===== src/rtl/crb_pkg.sv =====
package crb_pkg;

  typedef enum logic [1:0] {
    LAYOUT_WIDE   = 2'd0,
    LAYOUT_DUAL_A = 2'd1,
    LAYOUT_DUAL_B = 2'd2
  } layout_e;

  function automatic layout_e pick_layout(input logic dual, input logic alt);
    if (!dual)    return LAYOUT_WIDE;
    else if (alt) return LAYOUT_DUAL_B;
    else          return LAYOUT_DUAL_A;
  endfunction

endpackage


===== src/rtl/crb_rst_sync.sv =====
module crb_rst_sync #(
  parameter int STAGES = 2
) (
  input  logic clk,
  input  logic rst_n,
  output logic core_rst_n
);
  logic [STAGES-1:0] sync_q;
  logic [STAGES-1:0] sync_d;

  always_comb begin
    sync_d = {sync_q[STAGES-2:0], 1'b1};
  end

  always_ff @(posedge clk or negedge rst_n) begin
    if (!rst_n) sync_q <= '0;
    else        sync_q <= sync_d;
  end

  assign core_rst_n = sync_q[STAGES-1];
endmodule


===== src/rtl/crb_lane_select.sv =====
module crb_lane_select
  import crb_pkg::*;
#(
  parameter int WIDE   = 25,
  parameter int NARROW = 14
) (
  input  layout_e           layout,
  input  logic [WIDE-1:0]   data_in,
  output logic [WIDE-1:0]   next_prim,
  output logic [NARROW-1:0] next_copy
);
  localparam int OFFS = WIDE - NARROW;

  logic [NARROW-1:0] dual_bits;
  logic              dual_mode;

  assign dual_mode = (layout != LAYOUT_WIDE);

  for (genvar j = 0; j < NARROW; j++) begin : g_dual
    assign dual_bits[j] = (layout == LAYOUT_DUAL_B) ? data_in[j+OFFS] : data_in[j];
    assign next_copy[j] = dual_mode ? dual_bits[j] : 1'b0;
  end

  for (genvar i = 0; i < WIDE; i++) begin : g_prim
    if (i < NARROW) begin : g_shared
      assign next_prim[i] = dual_mode ? dual_bits[i] : data_in[i];
    end else begin : g_wide_only
      assign next_prim[i] = dual_mode ? 1'b0 : data_in[i];
    end
  end
endmodule


===== src/rtl/crb_hold_reg.sv =====
module crb_hold_reg #(
  parameter int W = 8
) (
  input  logic         clk,
  input  logic         rst_n,
  input  logic         en,
  input  logic [W-1:0] d,
  output logic [W-1:0] q
);
  logic [W-1:0] q_nxt;

  always_comb begin
    q_nxt = q;
    if (en) q_nxt = d;
  end

  always_ff @(posedge clk or negedge rst_n) begin
    if (!rst_n) q <= '0;
    else        q <= q_nxt;
  end
endmodule


===== src/rtl/crb_cmd_buffer.sv =====
module crb_cmd_buffer
  import crb_pkg::*;
#(
  parameter int WIDE        = 25,
  parameter int NARROW      = 14,
  parameter int SYNC_STAGES = 2
) (
  input  logic              clk,
  input  logic              rst_n,
  input  logic              cfg_dual,
  input  logic              cfg_alt,
  input  logic              sel_dram_n,
  input  logic              sel_reg_n,
  input  logic              cke_in,
  input  logic              odt_in,
  input  logic [WIDE-1:0]   data_in,
  output logic [WIDE-1:0]   q_prim,
  output logic [NARROW-1:0] q_copy,
  output logic              cs_q,
  output logic              cke_q,
  output logic              odt_q
);
  localparam int GW = WIDE + NARROW + 1;

  logic              core_rst_n;
  logic              load_en;
  layout_e           layout;
  logic [WIDE-1:0]   next_prim;
  logic [NARROW-1:0] next_copy;
  logic [GW-1:0]     gated_d;
  logic [GW-1:0]     gated_q;
  logic [1:0]        ctl_q;

  crb_rst_sync #(.STAGES(SYNC_STAGES)) u_rst_sync (
    .clk        (clk),
    .rst_n      (rst_n),
    .core_rst_n (core_rst_n)
  );

  assign layout  = pick_layout(cfg_dual, cfg_alt);
  assign load_en = ~(sel_dram_n & sel_reg_n);

  crb_lane_select #(.WIDE(WIDE), .NARROW(NARROW)) u_lane_select (
    .layout    (layout),
    .data_in   (data_in),
    .next_prim (next_prim),
    .next_copy (next_copy)
  );

  assign gated_d = {sel_dram_n, next_copy, next_prim};

  crb_hold_reg #(.W(GW)) u_gated_bank (
    .clk   (clk),
    .rst_n (core_rst_n),
    .en    (load_en),
    .d     (gated_d),
    .q     (gated_q)
  );

  crb_hold_reg #(.W(2)) u_ctl_bank (
    .clk   (clk),
    .rst_n (core_rst_n),
    .en    (1'b1),
    .d     ({odt_in, cke_in}),
    .q     (ctl_q)
  );

  assign q_prim = gated_q[WIDE-1:0];
  assign q_copy = gated_q[WIDE+NARROW-1:WIDE];
  assign cs_q   = gated_q[GW-1];
  assign cke_q  = ctl_q[0];
  assign odt_q  = ctl_q[1];

  // outputs low while reset is held
  a_r4_reset_low: assert property (@(posedge clk)
    !rst_n |-> (q_prim == '0 && q_copy == '0 && !cs_q && !cke_q && !odt_q));

  // both selects high hold the gated outputs
  a_r6_hold: assert property (@(posedge clk) disable iff (!core_rst_n)
    (sel_dram_n && sel_reg_n) |=> ($stable(q_prim) && $stable(q_copy) && $stable(cs_q)));

  // control outputs follow inputs one edge later
  a_r7_ctl_follow: assert property (@(posedge clk) disable iff (!rst_n)
    $past(core_rst_n) |-> (cke_q == $past(cke_in) && odt_q == $past(odt_in)));

  // wide-mode load leaves copy bus low
  a_r1_copy_low: assert property (@(posedge clk) disable iff (!rst_n)
    ($past(core_rst_n) && $past(load_en) && !$past(cfg_dual)) |-> q_copy == '0);

  // dual-mode load drives identical copies
  a_r2_copies_match: assert property (@(posedge clk) disable iff (!rst_n)
    ($past(core_rst_n) && $past(load_en) && $past(cfg_dual)) |->
      (q_copy == q_prim[NARROW-1:0] && q_prim[WIDE-1:NARROW] == '0));
endmodule


===== config.mk =====
export PLATFORM = sky130hd
export DESIGN_NAME = crb_cmd_buffer
export DESIGN_NICKNAME = d
export VERILOG_FILES = /design/src/rtl/crb_pkg.sv /design/src/rtl/crb_rst_sync.sv /design/src/rtl/crb_lane_select.sv /design/src/rtl/crb_hold_reg.sv /design/src/rtl/crb_cmd_buffer.sv
export SDC_FILE = /design/constraint.sdc
export NUM_CORES = 1
export LEC_CHECK = 0
export BUFFER_PORTS_ARGS = -buffer_cell sky130_fd_sc_hd__clkbuf_2
export CORE_ASPECT_RATIO = 1.75
export CORE_MARGIN = 2
export CORE_UTILIZATION = 49
export CTS_CLUSTER_DIAMETER = 60
export CTS_CLUSTER_SIZE = 28
export DETAILED_ROUTE_END_ITERATION = 10
export PLACE_DENSITY_LB_ADDON = 0.12
export SLEW_MARGIN = 0
export SYNTH_ARGS = -nofsm -noshare
export SYNTH_HDL_FRONTEND = slang
export SYNTH_HIERARCHICAL = 1
export SYNTH_SLANG_ARGS = --single-unit

===== constraint.sdc =====
create_clock -name clk -period 1.8 [get_ports clk]
set_input_delay 0.18 -clock clk [delete_from_list [all_inputs] [get_ports clk]]
set_output_delay 0.18 -clock clk [all_outputs]
set_load 0.05 [all_outputs]

# Word level (Yosys, flattened, before mapping)
# Cells that the tools add are included.
# totals
reg_bits	44
out_inout_bits	42
# classes
n_eq_ne	1
muxes	55
bitwise_logic	1
reduce_logical	1
# op_table
operator	n
two-way mux 1 bit	53
two-way mux 2 bit	2
equality test 2 bit, second input constant	1
nonzero test 2 bit	1
bitwise AND 1 bit	1

# Logic depth before layout (Yosys ltp)
# depth
ltp_word	5
depth_mapped	6
ltp_nobuf	4

# By module
# Netlist, hierarchy kept.
# modules_own_cells
mod	n_inst	cells_per_inst	area_per_inst_um2
crb_hold_reg at u_gated_bank	1	84	1496.4
crb_lane_select	1	46	416.6
crb_hold_reg at u_ctl_bank	1	4	72.6
crb_rst_sync	1	3	53.8
crb_cmd_buffer	1	4	23.8

# Worst setup path before layout
# No wires, ideal clock.
# synth_timing
kind	input to register
startpoint	input cfg_alt
endpoint	register u_gated_bank.q[0]
arrival_ns	1.388
t_required_ns	1.675
setup_slack_ns	0.287
cell_stages	6
n_path_buf	2
cell_sequence	and2b_2 nor2b_1 buf_6 buf_6 mux2_4 mux2_2
# synth_between
elab_chain_cells	5
# synth_lines
item	line_no	source
start, declared	crb_cmd_buffer.sv:11	input logic cfg_alt,
two-way mux 2 bit (*)	crb_pkg.sv:11	else if (alt) return LAYOUT_DUAL_B;
two-way mux 2 bit (*)	crb_pkg.sv:10	if (!dual) return LAYOUT_WIDE;
equality test 2 bit	crb_lane_select.sv:20	assign dual_bits[j] = (layout == LAYOUT_DUAL_B) ? data_in[j+OFFS] : data_in[j];
two-way mux 1 bit	crb_lane_select.sv:20	
two-way mux 1 bit (*)	crb_lane_select.sv:26	assign next_prim[i] = dual_mode ? dual_bits[i] : data_in[i];
net next_prim[0]	crb_cmd_buffer.sv:28	logic [WIDE-1:0] next_prim;
end signal, assigned	crb_hold_reg.sv:19	else q <= q_nxt;
end, declared	crb_hold_reg.sv:8	output logic [W-1:0] q
# Mark *: on every way through the listed nets, which the timed path passes. The rest lies on a longest branch.
# A chain may end at the register's enable or synchronous reset.

# Worst setup path after layout
# layout_timing
startpoint	input cfg_alt
endpoint	register u_gated_bank.q[11]
# layout_between
elab_chain_cells	5
# layout_lines
item	line_no	source
two-way mux 2 bit (*)	crb_pkg.sv:11	
two-way mux 2 bit (*)	crb_pkg.sv:10	
net layout[0]	crb_cmd_buffer.sv:27	layout_e layout;
equality test 2 bit	crb_lane_select.sv:20	
two-way mux 1 bit	crb_lane_select.sv:20	
two-way mux 1 bit (*)	crb_lane_select.sv:26	
net next_prim[11]	crb_cmd_buffer.sv:28	
# Marked as above.

==> impl_metrics.csv <==
group,metric,value,unit
run_status,outcome,"completed",
detailed_routing,drt-total-wl,4070,microns
cts,cts_tree,"done",
worst_setup_path,worstPathArrival,1.46,ns
hold_path,hp-class,"in -> reg",
detailed_routing,drt-vias-per-instance,5.25,
global_routing,grt_pass1_wl,6870,microns
timing,setup_viol,0,
detailed_routing,route.top_layer_used,"met4",
floorplan,io_pins,75,
worst_setup_path,cp-end-kind,"register",
cts,h-tree-depth,2,
detailed_routing,met2WireLength,2210,microns
yosys,synth-edff-count,0,
floorplan,core,0.00407,sq mm
power,total_leakage_power,1.31,nW
yosys,synth_area_leader_cell,"dfrtp_1",
floorplan,dieArea,0.00477,sq mm
layout,drive_gt1_share,65.9,%
placed_design,gp_congestion,0.770,
floorplan,start_util,50.7,%
cts,clkTransAtPathRegs,0.08,ns
timing,drv_slew,0,
yosys,synth_top_cell_area_share,53.4,%
timing,clock_skew,0.00376,ns
worst_setup_path,path_class,"in -> reg",
layout,syn_to_final_growth,25.2,%
yosys,ys_seq_area_share,53.4,%
layout,fin_nets,252,
detailed_routing,wl_per_cell,15.1,microns
global_routing,grt_pass1_vias,1531,
yosys,ys_warn_count,6,
layout,stdcell_count,269,
hold_path,holdPathStages,2,
timing,worst_pin_slew,0.569,ns
global_routing,grt_max_degree,43,
power,max-vdd-ir-drop,0.636,mV
timing,fin_tns_setup,0,ns
timing,fmax,0.774,GHz
timing,rsz0062_at_grt,"false",
cts,numCtsBuffers,5,
global_routing,track_usage,18.9,%
detailed_routing,drt_iter0_drc,18,
yosys,netlist_area,0.00206,sq mm
worst_setup_path,reg2reg_slack,1.01,ns
layout,n_antenna_cell,0,
cts,post_cts_buffers,0,
floorplan,die_x,53.1,microns
detailed_routing,vias,1413,
cts,cts-resized-gates,0,
worst_setup_path,worstReg2RegEnd,"u_gated_bank/q[15]",
yosys,synth_ff_type,"dfrtp_1",
timing,fin_crit_sh,71.8,%
placed_design,port_buffers,74,
placed_design,dp_hpwl,2960,microns
timing,fin_crit,1.29,ns
cts,clockBufferDepth,2,
yosys,synth_cells,141,
detailed_routing,postRouteAntennaNets,0,
yosys,synth.area.top_cells,"dfrtp_1 53%, mux2_2 27%, a22o_1 5.9%",
timing,hold_viol_final,0,
run,drv_cap,0,
detailed_routing,route.detailed.drc,0,
yosys,synthMostInstantiatedCell,"mux2_2",
yosys,netlist-cell-type-count,14,
cts,cts_sinks,44,
floorplan,die_y,89.8,microns
worst_setup_path,critPathRequiredTime,1.97,ns
worst_setup_path,reg2regPathDepth,1,
worst_setup_path,startpoint_type,"input port",
power,power.density,939,mW/mm^2
global_routing,antenna_found_initial,0,
timing,slew_headroom,61.9,%
yosys,ys_top_cells_by_count,"50 x mux2_2, 44 x dfrtp_1, 14 x a22o_1",
placed_design,dpl.cell_count,260,
worst_setup_path,rr_startpoint,"u_gated_bank/q[15]",
detailed_routing,first_pass_iters,3,
cts,clk_latency,0.28,ns
detailed_routing,wl_met3,250,microns
hold_path,hold_start,"cke_in",
yosys,ys_seq_elements,44,
floorplan,rows,31,
hold_path,min_to,"u_ctl_bank/q[0]",
yosys,synthArstFlopShare,100,%
worst_setup_path,crit_fanout,28,
detailed_routing,wl_met1,1570,microns
yosys,syn_avg_cell_area,14.6,sq um
cts,cts-root-buf,"clkbuf_8",
global_routing,grt.overflow.total,0,
per-layer routing:
layer / up-vias / global-route usage (%)
li1: 660 / -
met1: 700 / 21.9
met2: 49 / 32.4
met3: 4 / 4.98
met4: 0 / 6.41
met5: - / 0
power breakdown:
part	switching (W)	internal [W]
Combinational	0.000487	0.000235
Clock	0.000303	0.000272
Sequential	0.0000482	0.00108
stage by stage:
stage	hold slack [ns]	worst slack, ns	total power [W]	util [%]	cell area (sq um)
after floorplan	-0.116	0.287	0.00169	-	2070
final	0.119	0.508	0.00243	63.4	2580
after CTS	0.109	0.508	0.00247	63.4	2580
after global routing	0.112	0.386	0.00254	63.4	2580
after global placement	-0.0348	0.235	0.00186	61.2	2490
after detailed placement	-0.0341	0.201	0.00188	61.2	2490
area by class of cell:
type	instances	area, sq um
clock inverters	1	5.00
multi-input cells	89	891
flip-flops and latches	44	1100
clock buffers	7	76.3
repair buffers	79	448
fillers	348	1490
well taps	49	61.3
cells in the final DEF, fill, tap and decap left out:
cell type      count
clkbuf_2          74
mux2_2            50
dfrtp_1           43
a22o_1            14
and2_1            11
mux2_4             6
clkbuf_8           5
buf_12             3
conb_1             3
clkbuf_1           2
and2b_2            1
and2_2             1
nand2_2            1
clkinv_2           1
dlygate4sd3_1      1
nor2b_2            1
nor2_1             1
buf_4              1
dfrtp_2            1
registers in the layout (all words and copies together) (netlist names):
name and cells:
u_gated_bank/q 40, u_ctl_bank/q 2, u_rst_sync/sync_q 2
kinds of logic (layout without fill, tap and decap cells):
kind of cell	count (synthesis)	after routing	share of synthesized area, %
flip-flops	44	44	53.4
AO/OA/AOI/OAI	14	14	5.94
other	2	3	0.364
multiplexers	56	56	31.7
AND/OR/NAND/NOR	16	16	4.79
buffers and inverters	9	87	3.88
worst max path at each step:
stage	end	slack, ns	from
2_1_floorplan	u_gated_bank/q[0]	0.29	cfg_alt
3_3_place_gp	u_gated_bank/q[7]	0.24	cfg_alt
3_5_place_dp	u_gated_bank/q[19]	0.20	cfg_alt
4_1_cts	u_gated_bank/q[19]	0.51	cfg_alt
5_1_grt	u_gated_bank/q[18]	0.39	cfg_alt
6_report	u_gated_bank/q[11]	0.51	cfg_alt
worst max-delay path, stage by stage:
cell and delay [ns]:
clkbuf_2 0.09, and2b_2 0.22, nor2b_2 0.15, buf_12 0.21
mux2_2 0.35, mux2_2 0.27
timing repair:
item                       CTS  global route
hold endpoints to repair     2             0
hold buffers                 1             0
setup endpoints to repair    0             0
No activity file was read; power rests on OpenSTA's default activity.
